**src/rtl/sct_pkg.sv**
```systemverilog
package sct_pkg;

   typedef struct packed {
      logic gb;
      logic quad;
      logic swap;
   } sct_mode_t;

   typedef struct packed {
      logic samp_a;
      logic samp_b;
      logic dump;
      logic zclk;
      logic thr;
      logic mdclk;
   } sct_strobe_t;

endpackage

```
**src/rtl/sct_cell_counter.sv**
```systemverilog
module sct_cell_counter #(
   parameter int CELL_LEN = 16,
   localparam int CW = $clog2(CELL_LEN)
) (
   input  logic          clk,
   input  logic          rst_n,
   input  logic          cell_start,
   output logic [CW-1:0] cnt,
   output logic          boundary
);
   localparam logic [CW-1:0] LAST = CW'(CELL_LEN - 1);

   assign boundary = cell_start || (cnt == LAST);

   always_ff @(posedge clk or negedge rst_n) begin
      if (!rst_n) begin
         cnt <= '0;
      end else if (boundary) begin
         cnt <= '0;
      end else begin
         cnt <= cnt + 1'b1;
      end
   end
endmodule

```
**src/rtl/sct_mode_latch.sv**
```systemverilog
module sct_mode_latch
   import sct_pkg::*;
(
   input  logic      clk,
   input  logic      rst_n,
   input  logic      load,
   input  logic      gb_en,
   input  logic      quad_sel,
   input  logic      lsb_in,
   output sct_mode_t mode
);
   always_ff @(posedge clk or negedge rst_n) begin
      if (!rst_n) begin
         mode <= '0;
      end else if (load) begin
         mode.gb   <= gb_en;
         mode.quad <= quad_sel;
         mode.swap <= lsb_in;
      end
   end
endmodule

```
**src/rtl/sct_strobe_decode.sv**
```systemverilog
module sct_strobe_decode
   import sct_pkg::*;
#(
   parameter int CELL_LEN      = 16,
   parameter int IP_A_AT       = 3,
   parameter int IP_B_AT       = 7,
   parameter int QD_A_AT       = 7,
   parameter int QD_B_AT       = 11,
   parameter int DUMP_AT       = 13,
   parameter int DUMP_LEN      = 2,
   parameter int THR_AT        = 5,
   parameter int MD_AT         = 15,
   parameter int GB_ZCLK_MULT  = 2,
   localparam int CW           = $clog2(CELL_LEN),
   localparam int ZCLK_SPACING = CELL_LEN / GB_ZCLK_MULT
) (
   input  logic [CW-1:0] cnt,
   input  sct_mode_t     mode,
   output sct_strobe_t   strb
);
   logic [DUMP_LEN-1:0]     dump_hit;
   logic [GB_ZCLK_MULT-1:0] zclk_hit;
   logic [CW-1:0]           first_at;
   logic [CW-1:0]           second_at;
   logic                    first_hit;
   logic                    second_hit;

   for (genvar d = 0; d < DUMP_LEN; d++) begin : g_dump
      assign dump_hit[d] = (cnt == CW'(DUMP_AT + d));
   end

   for (genvar k = 0; k < GB_ZCLK_MULT; k++) begin : g_zclk
      assign zclk_hit[k] = (cnt == CW'(k * ZCLK_SPACING));
   end

   always_comb begin
      first_at    = mode.quad ? CW'(QD_A_AT) : CW'(IP_A_AT);
      second_at   = mode.quad ? CW'(QD_B_AT) : CW'(IP_B_AT);
      first_hit   = (cnt == first_at);
      second_hit  = (cnt == second_at);
      strb.samp_a = mode.swap ? second_hit : first_hit;
      strb.samp_b = mode.swap ? first_hit  : second_hit;
      strb.dump   = |dump_hit;
      strb.zclk   = mode.gb ? (|zclk_hit) : zclk_hit[0];
      strb.thr    = (cnt == CW'(THR_AT));
      strb.mdclk  = (cnt == CW'(MD_AT));
   end
endmodule

```
**src/rtl/servo_cell_timer.sv**
```systemverilog
module servo_cell_timer
   import sct_pkg::*;
#(
   parameter int CELL_LEN     = 16,
   parameter int IP_A_AT      = 3,
   parameter int IP_B_AT      = 7,
   parameter int QD_A_AT      = 7,
   parameter int QD_B_AT      = 11,
   parameter int DUMP_AT      = 13,
   parameter int DUMP_LEN     = 2,
   parameter int THR_AT       = 5,
   parameter int MD_AT        = 15,
   parameter int GB_ZCLK_MULT = 2,
   parameter bit REG_OUT      = 1'b0,
   localparam int CW          = $clog2(CELL_LEN)
) (
   input  logic clk,
   input  logic rst_n,
   input  logic cell_start,
   input  logic gb_en,
   input  logic quad_sel,
   input  logic lsb_in,
   input  logic gbd_in,
   output logic samp_a,
   output logic samp_b,
   output logic dump,
   output logic zclk,
   output logic thr_strb,
   output logic mdclk,
   output logic gbd_out
);
   logic [CW-1:0] cell_cnt;
   logic          boundary;
   sct_mode_t     mode;
   sct_strobe_t   strb;
   sct_strobe_t   strb_out;
   logic          gbd_q;

   if (CELL_LEN < 4) begin : g_bad_len
      $error("servo_cell_timer: CELL_LEN must be at least 4");
   end
   if (GB_ZCLK_MULT < 1 || (CELL_LEN % GB_ZCLK_MULT) != 0) begin : g_bad_mult
      $error("servo_cell_timer: GB_ZCLK_MULT must divide CELL_LEN");
   end
   if (DUMP_LEN < 1 || DUMP_AT + DUMP_LEN > CELL_LEN) begin : g_bad_dump
      $error("servo_cell_timer: dump window exceeds the cell");
   end
   if (IP_A_AT >= CELL_LEN || IP_B_AT >= CELL_LEN || QD_A_AT >= CELL_LEN ||
       QD_B_AT >= CELL_LEN || THR_AT >= CELL_LEN || MD_AT >= CELL_LEN) begin : g_bad_pos
      $error("servo_cell_timer: a strobe position lies outside the cell");
   end
   if (IP_A_AT == IP_B_AT || QD_A_AT == QD_B_AT) begin : g_bad_pair
      $error("servo_cell_timer: A and B strobes must use distinct counts");
   end
   if ((IP_A_AT >= DUMP_AT && IP_A_AT < DUMP_AT + DUMP_LEN) ||
       (IP_B_AT >= DUMP_AT && IP_B_AT < DUMP_AT + DUMP_LEN) ||
       (QD_A_AT >= DUMP_AT && QD_A_AT < DUMP_AT + DUMP_LEN) ||
       (QD_B_AT >= DUMP_AT && QD_B_AT < DUMP_AT + DUMP_LEN)) begin : g_bad_overlap
      $error("servo_cell_timer: a sample strobe falls inside the dump window");
   end

   sct_cell_counter #(
      .CELL_LEN (CELL_LEN)
   ) u_cnt (
      .clk        (clk),
      .rst_n      (rst_n),
      .cell_start (cell_start),
      .cnt        (cell_cnt),
      .boundary   (boundary)
   );

   sct_mode_latch u_mode (
      .clk      (clk),
      .rst_n    (rst_n),
      .load     (boundary),
      .gb_en    (gb_en),
      .quad_sel (quad_sel),
      .lsb_in   (lsb_in),
      .mode     (mode)
   );

   sct_strobe_decode #(
      .CELL_LEN     (CELL_LEN),
      .IP_A_AT      (IP_A_AT),
      .IP_B_AT      (IP_B_AT),
      .QD_A_AT      (QD_A_AT),
      .QD_B_AT      (QD_B_AT),
      .DUMP_AT      (DUMP_AT),
      .DUMP_LEN     (DUMP_LEN),
      .THR_AT       (THR_AT),
      .MD_AT        (MD_AT),
      .GB_ZCLK_MULT (GB_ZCLK_MULT)
   ) u_dec (
      .cnt  (cell_cnt),
      .mode (mode),
      .strb (strb)
   );

   // Detect flag back to the controller, one register stage
   always_ff @(posedge clk or negedge rst_n) begin
      if (!rst_n) begin
         gbd_q <= 1'b0;
      end else begin
         gbd_q <= gbd_in;
      end
   end

   if (REG_OUT) begin : g_reg_out
      always_ff @(posedge clk or negedge rst_n) begin
         if (!rst_n) begin
            strb_out <= '0;
         end else begin
            strb_out <= strb;
         end
      end
   end else begin : g_comb_out
      assign strb_out = rst_n ? strb : '0;
   end

   assign samp_a   = strb_out.samp_a;
   assign samp_b   = strb_out.samp_b;
   assign dump     = strb_out.dump;
   assign zclk     = strb_out.zclk;
   assign thr_strb = strb_out.thr;
   assign mdclk    = strb_out.mdclk;
   assign gbd_out  = gbd_q;
endmodule

```
**config.mk**
```make
export PLATFORM = sky130hd
export DESIGN_NAME = servo_cell_timer
export DESIGN_NICKNAME = d
export VERILOG_FILES = /design/src/rtl/sct_pkg.sv /design/src/rtl/sct_cell_counter.sv /design/src/rtl/sct_mode_latch.sv /design/src/rtl/sct_strobe_decode.sv /design/src/rtl/servo_cell_timer.sv
export SDC_FILE = /design/constraint.sdc
export NUM_CORES = 1
export LEC_CHECK = 0
export BUFFER_PORTS_ARGS = -buffer_cell sky130_fd_sc_hd__buf_2
export CORE_AREA = 2 2 39 41
export DETAILED_ROUTE_END_ITERATION = 12
export DIE_AREA = 0 0 41 43
export PLACE_DENSITY = 0.61
export SLEW_MARGIN = 20
export SYNTH_ARGS = -nofsm -noshare
export SYNTH_HDL_FRONTEND = slang
export SYNTH_SLANG_ARGS = --single-unit
export TNS_END_PERCENT = 1
```
**constraint.sdc**
```tcl
create_clock -name clk -period 2.7 [get_ports clk]
set_input_delay 0.135 -clock clk [delete_from_list [all_inputs] [get_ports clk]]
set_output_delay 0.135 -clock clk [all_outputs]
set_load 0.005 [all_outputs]
```
After elaboration in Yosys (flattened, before gate mapping)
Cells that the tools add are included.
Storage, ports and cells
  register bits: 8
  output and inout port bits: 7
Cells by class
  $add $sub $neg: 1
  equal/unequal tests: 7
  muxes and demuxes: 7
  reduce and logical (&&, ||, !) cells: 4
Operator list (count)
  $eq 4x4->1 const B: 4
  $eq 4x4->1: 2
  $mux 4: 2
  $mux 6: 1
  $add 4x1->4 const B: 1
  $eq 4x3->1 const B: 1
  $logic_not 4->1: 1
  $reduce_or 2->1: 2
  $mux 1: 3
  $mux 3: 1
  $logic_or 1x1->1: 1

Longest topological paths before layout
  word-level depth: 4
  gate-level depth with buffers: 4
  mapped depth without buffers: 4

Modules after synthesis
A second synthesis with hierarchy kept.
Second synthesis, totals
  cells, all modules: 46
  area, all modules: 464.2 um^2
Modules (own cells, without submodules)
  sct_cell_counter: times used 1, cells an instance 14, area an instance 172.7 um^2, sequential area each 100.1 um^2
  sct_strobe_decode: times used 1, cells an instance 19, area an instance 120.1 um^2, sequential area each 0.0 um^2
  sct_mode_latch: times used 1, cells an instance 6, area an instance 108.9 um^2, sequential area each 75.1 um^2
  servo_cell_timer: times used 1, cells an instance 7, area an instance 62.6 um^2, sequential area each 25.0 um^2

Least setup slack after synthesis
OpenSTA, ideal clock, no wires.
  kind: flip-flop to flip-flop
  start: register u_cnt.cnt[0]
  end: register, netlist name u_mode.mode[0]
  library setup time: 0.125 ns
  data arrival time: 1.218 ns
  data required time: 2.575 ns
  path slack: 1.357 ns
  cell stages (with the launch flop): 4
  path buffers: 0
  clock period less this slack: 1.343 ns
  cell sequence: dfrtp_1 > ha_1 > a31oi_2 > mux2_2
Between the ends
  cells in the longest elaborated chain, start to end: 2
Ends and longest elaborated chain
  start: declaration: line sct_cell_counter.sv:8  | output logic [CW-1:0] cnt,
  start signal: assignment: line sct_cell_counter.sv:21  | cnt <= cnt + 1'b1;
  $eq 4x4->1: line sct_cell_counter.sv:13  | assign boundary = cell_start || (cnt == LAST);
  $logic_or 1x1->1: line sct_cell_counter.sv:13
No other way between the ends.
A chain may end at the register's enable or synchronous reset.

Final worst setup path
  start: register u_cnt.cnt[2]
  end: output port samp_b
Between the ends
  cells in the longest elaborated chain, start to end: 3
  elaborated cells on any way between the ends: 4
  those cells by class: 2 x eq/ne; 2 x mux
Ends and longest elaborated chain
  $eq 4x4->1, on equally long branches: line sct_strobe_decode.sv:40, sct_strobe_decode.sv:39
  $mux 1 (*): line sct_strobe_decode.sv:42  | strb.samp_b = mode.swap ? first_hit : second_hit;
  $mux 6 (*): line servo_cell_timer.sv:117  | assign strb_out = rst_n ? strb : '0;
  end: declaration: line servo_cell_timer.sv:25  | output logic samp_b,
Mark *: on every way between the ends. The rest lies on a longest branch, timed or not.

==> metrics.log <==
INFO  metric clockBufferDepth = 2
INFO  metric drv_slew = 0
INFO  metric grt_setup_unrepaired = no
INFO  metric clock-root-buffer = sky130_fd_sc_hd__clkbuf_4
INFO  metric internal-power = between 200 and 250 uW
INFO  metric first_pass_grt_wire_length = 1500 um
INFO  metric finalClockSkew = 0.814 ps
INFO  metric share_seq_of_total_power = 51.2%
INFO  metric vdd_drop_max = 239 uV
INFO  metric multi_input_area = around 260 um^2
INFO  metric worstPathArrival = 1410 ps
INFO  metric core.rowCount = 14
INFO  metric criticalPathCategory = reg2out
INFO  metric area.sequential = 200 um^2
INFO  metric fmax = 646 MHz
INFO  metric fp.coreArea = 1380 um^2
INFO  metric cts_inserted_buffers = 3
INFO  metric detailedRoute.firstIterationViolations = 8
INFO  metric post_synth_inst_count = a little over 50
INFO  metric wire_per_inst = 11.3 um
INFO  metric worst_setup_path_start_kind = register
INFO  metric power_frac_clock = roughly a third
INFO  metric mostFrequentLayoutCell = sky130_fd_sc_hd__buf_2
INFO  metric max-slew-margin-rel = between 70% and 80%
INFO  metric die_wd = 41 um
INFO  metric area_growth_syn_to_layout = 23.5%
INFO  metric final_min_period_over_clock_period = 57.3%
INFO  metric yosysUniqueCellTypes = 23
INFO  metric worstPathRequired = 2570 ps
INFO  metric drt.antenna.violating_nets = 0
INFO  metric worst-path-max-fanout = 12
INFO  metric portBuffers = 13
INFO  metric util_after_layout = between 40% and 50%
INFO  metric synth_seq_cells = 8
INFO  metric grt_max_degree = 13
INFO  metric hold_wc_startpoint = cell_start
INFO  metric gr-total-overflow = 0
INFO  metric clk_latency_worst_skew_pair = 250 ps
INFO  metric final_hold_viol_count = 0
INFO  metric worst_slew_pin_slew = around 420 ps
INFO  metric commonest_cells_after_routing_fill_and_taps_aside = sky130_fd_sc_hd__buf_2, sky130_fd_sc_hd__dfrtp_1, sky130_fd_sc_hd__nor2_1
INFO  metric fin_ws = about 1200 ps
INFO  metric ys_seq_area_share = 40.8%
INFO  metric finish.net_count = 80
INFO  metric holdCritPathClass = in2reg
INFO  metric leakagePower = 0.000292 uW
INFO  metric rr_startpoint = u_cnt.cnt[0]
INFO  metric place_worst_setup_slack = 1270 ps
INFO  metric setup-tns-final = 0 ps
INFO  metric globalplace.congestion = ~0.65
INFO  metric cellPowerDensity = 458 nW/um^2
INFO  metric die_h = 43 um
INFO  metric drv_cap = 0
INFO  metric drt_first_pass_iters = 3
INFO  metric avgSynthCellArea = 9.62 um^2
INFO  metric swShare = 26.7%
INFO  metric p_switching = 74.1 uW
INFO  metric gr-usage-all-layers = 13.0%
INFO  metric postCtsSetupRepairBufs = 0
INFO  metric status = completed
INFO  metric vias_after_detailed_routing = 407
INFO  metric post-route-drc-count = 0
INFO  metric initial_core_util = 35.4%
INFO  metric first_global_vias = 370
INFO  metric insertedDiodeCount = 0
INFO  metric crit_path_start = u_cnt.cnt[2]
INFO  metric deepest_level_of_the_cts_h_tree = 1
INFO  metric setup_viol = 0
INFO  metric cts_sink_count = 8
INFO  metric fp.dieArea = 1760 um^2
INFO  metric syn-cell-area = between 400 and 500 um^2
INFO  metric final_wirelength = a little over 900 um
INFO  metric power.share.combinational = between 15 and 20%
INFO  metric estimated_wirelength_of_the_detail_placed_design = 699 um
INFO  metric detail_route.vias_per_cell = approximately 5
INFO  metric synth_nets = 62
INFO  metric finalCriticalPeriod = 1550 ps
INFO  metric tritoncts = done
INFO  metric antenna_violations_before_repair = 0
INFO  metric yosysWarningCount = 0
INFO  metric ios = 14
INFO  metric path_clk_slew = around 50 ps
INFO  metric drive_gt1_share = 29.9%
INFO  metric crit_path_end_kind = primary output
INFO  metric nFillCells = 138
==> logic make-up after synthesis <==
family,after synthesis,share of synthesized area [%]
fa+ha+maj,4,10.2
simple gates,20,20.7
compound gates,8,12.2
buf+inv,6,5.61
xor+xnor,2,3.57
flops,8,40.8
mux,3,6.89
==> cell usage after synthesis <==
cell                       instances  area share (%)
sky130_fd_sc_hd__a31oi_1           2             2.6
sky130_fd_sc_hd__nand3b_1          2             3.1
sky130_fd_sc_hd__inv_1             4             3.1
sky130_fd_sc_hd__nand2_1           4             3.1
sky130_fd_sc_hd__nand3_1           3             3.1
sky130_fd_sc_hd__nor2_1            5             3.8
sky130_fd_sc_hd__a311oi_1          1             1.8
sky130_fd_sc_hd__and2b_1           1             1.5
sky130_fd_sc_hd__buf_2             1             1.0
sky130_fd_sc_hd__nor3_1            1             1.0
sky130_fd_sc_hd__o21ai_0           1             1.0
sky130_fd_sc_hd__xnor2_1           2             3.6
sky130_fd_sc_hd__and3_1            1             1.3
sky130_fd_sc_hd__a31oi_2           1             2.6
sky130_fd_sc_hd__buf_4             1             1.5
sky130_fd_sc_hd__dfrtp_1           8              41
sky130_fd_sc_hd__mux2_2            3             6.9
sky130_fd_sc_hd__ha_1              4              10
sky130_fd_sc_hd__a21oi_1           2             2.0
sky130_fd_sc_hd__nand4_1           1             1.3
sky130_fd_sc_hd__o2111a_1          1             2.3
sky130_fd_sc_hd__and2_1            1             1.3
sky130_fd_sc_hd__nor2b_1           1             1.3
==> stage by stage <==
step | hold WS, ps | total power (uW) | cell area [um^2] | std cells
4_1_cts | 94.3 | 282 | 606 | 83
3_3_place_gp | 7.54 | 186 | 563 | 78
3_5_place_dp | 9.08 | 187 | 563 | 78
5_1_grt | 112 | 298 | 606 | 83
2_1_floorplan | -161 | 170 | 490 | 51
6_report | 102 | 277 | 606 | 83
==> power by group through the flow <==
stage          registers [uW]  clock network [uW]  logic [uW]
2_1_floorplan             139                   0        31.4
3_3_place_gp              144                   0        42.4
3_5_place_dp              144                   0        43.3
4_1_cts                   142                94.0        45.7
5_1_grt                   143                 103        51.4
6_report                  142                90.4        44.8
==> routing by layer <==
metal	GRT usage [%]	part of all wire [%]
met5	0	0
met1	16.3	48
met2	18.1	48
met4	8.00	1.7
met3	4.71	2.0
==> layout make-up <==
type | count | area share (%)
Clock buffer | 3 | 3.72
Inverter | 4 | 2.48
Multi-Input combinational cell | 37 | 43.4
Sequential cell | 8 | 33.1
Tap cell | 16 | 3.31
Timing Repair Buffer | 15 | 14.0
==> critical path, stage by stage (launching register included) <==
cell,delay [ps]
sky130_fd_sc_hd__dfrtp_1,530
sky130_fd_sc_hd__xnor2_1,260
sky130_fd_sc_hd__nand3b_1,100
sky130_fd_sc_hd__a31oi_1,150
sky130_fd_sc_hd__buf_2,130
==> registers in the layout, summed over array words and instances, names as in the netlist <==
name         count
gbd_out          1
u_cnt.cnt        4
u_mode.mode      3
==> repair_timing <==
action                     in CTS  in global routing
hold buffers                    2                  0
hold endpoints to repair        9                  0
gates resized for setup         0                  0
setup endpoints to repair       0                  0
==> path summary, 6_finish.rpt <==
kind                                        to  slack (ps)  cells after the start
worst max-delay path                    samp_b        1150                      4
worst min-delay path              u_cnt.cnt[1]         100                      2
worst max register to register  u_mode.mode[2]        1260                      3
worst min register to register  u_mode.mode[2]         510                      1
max in group asynchronous       u_mode.mode[1]        2230                      2
min in group asynchronous              gbd_out         280                      2
Note: power is estimated with default switching activity, not from simulation.
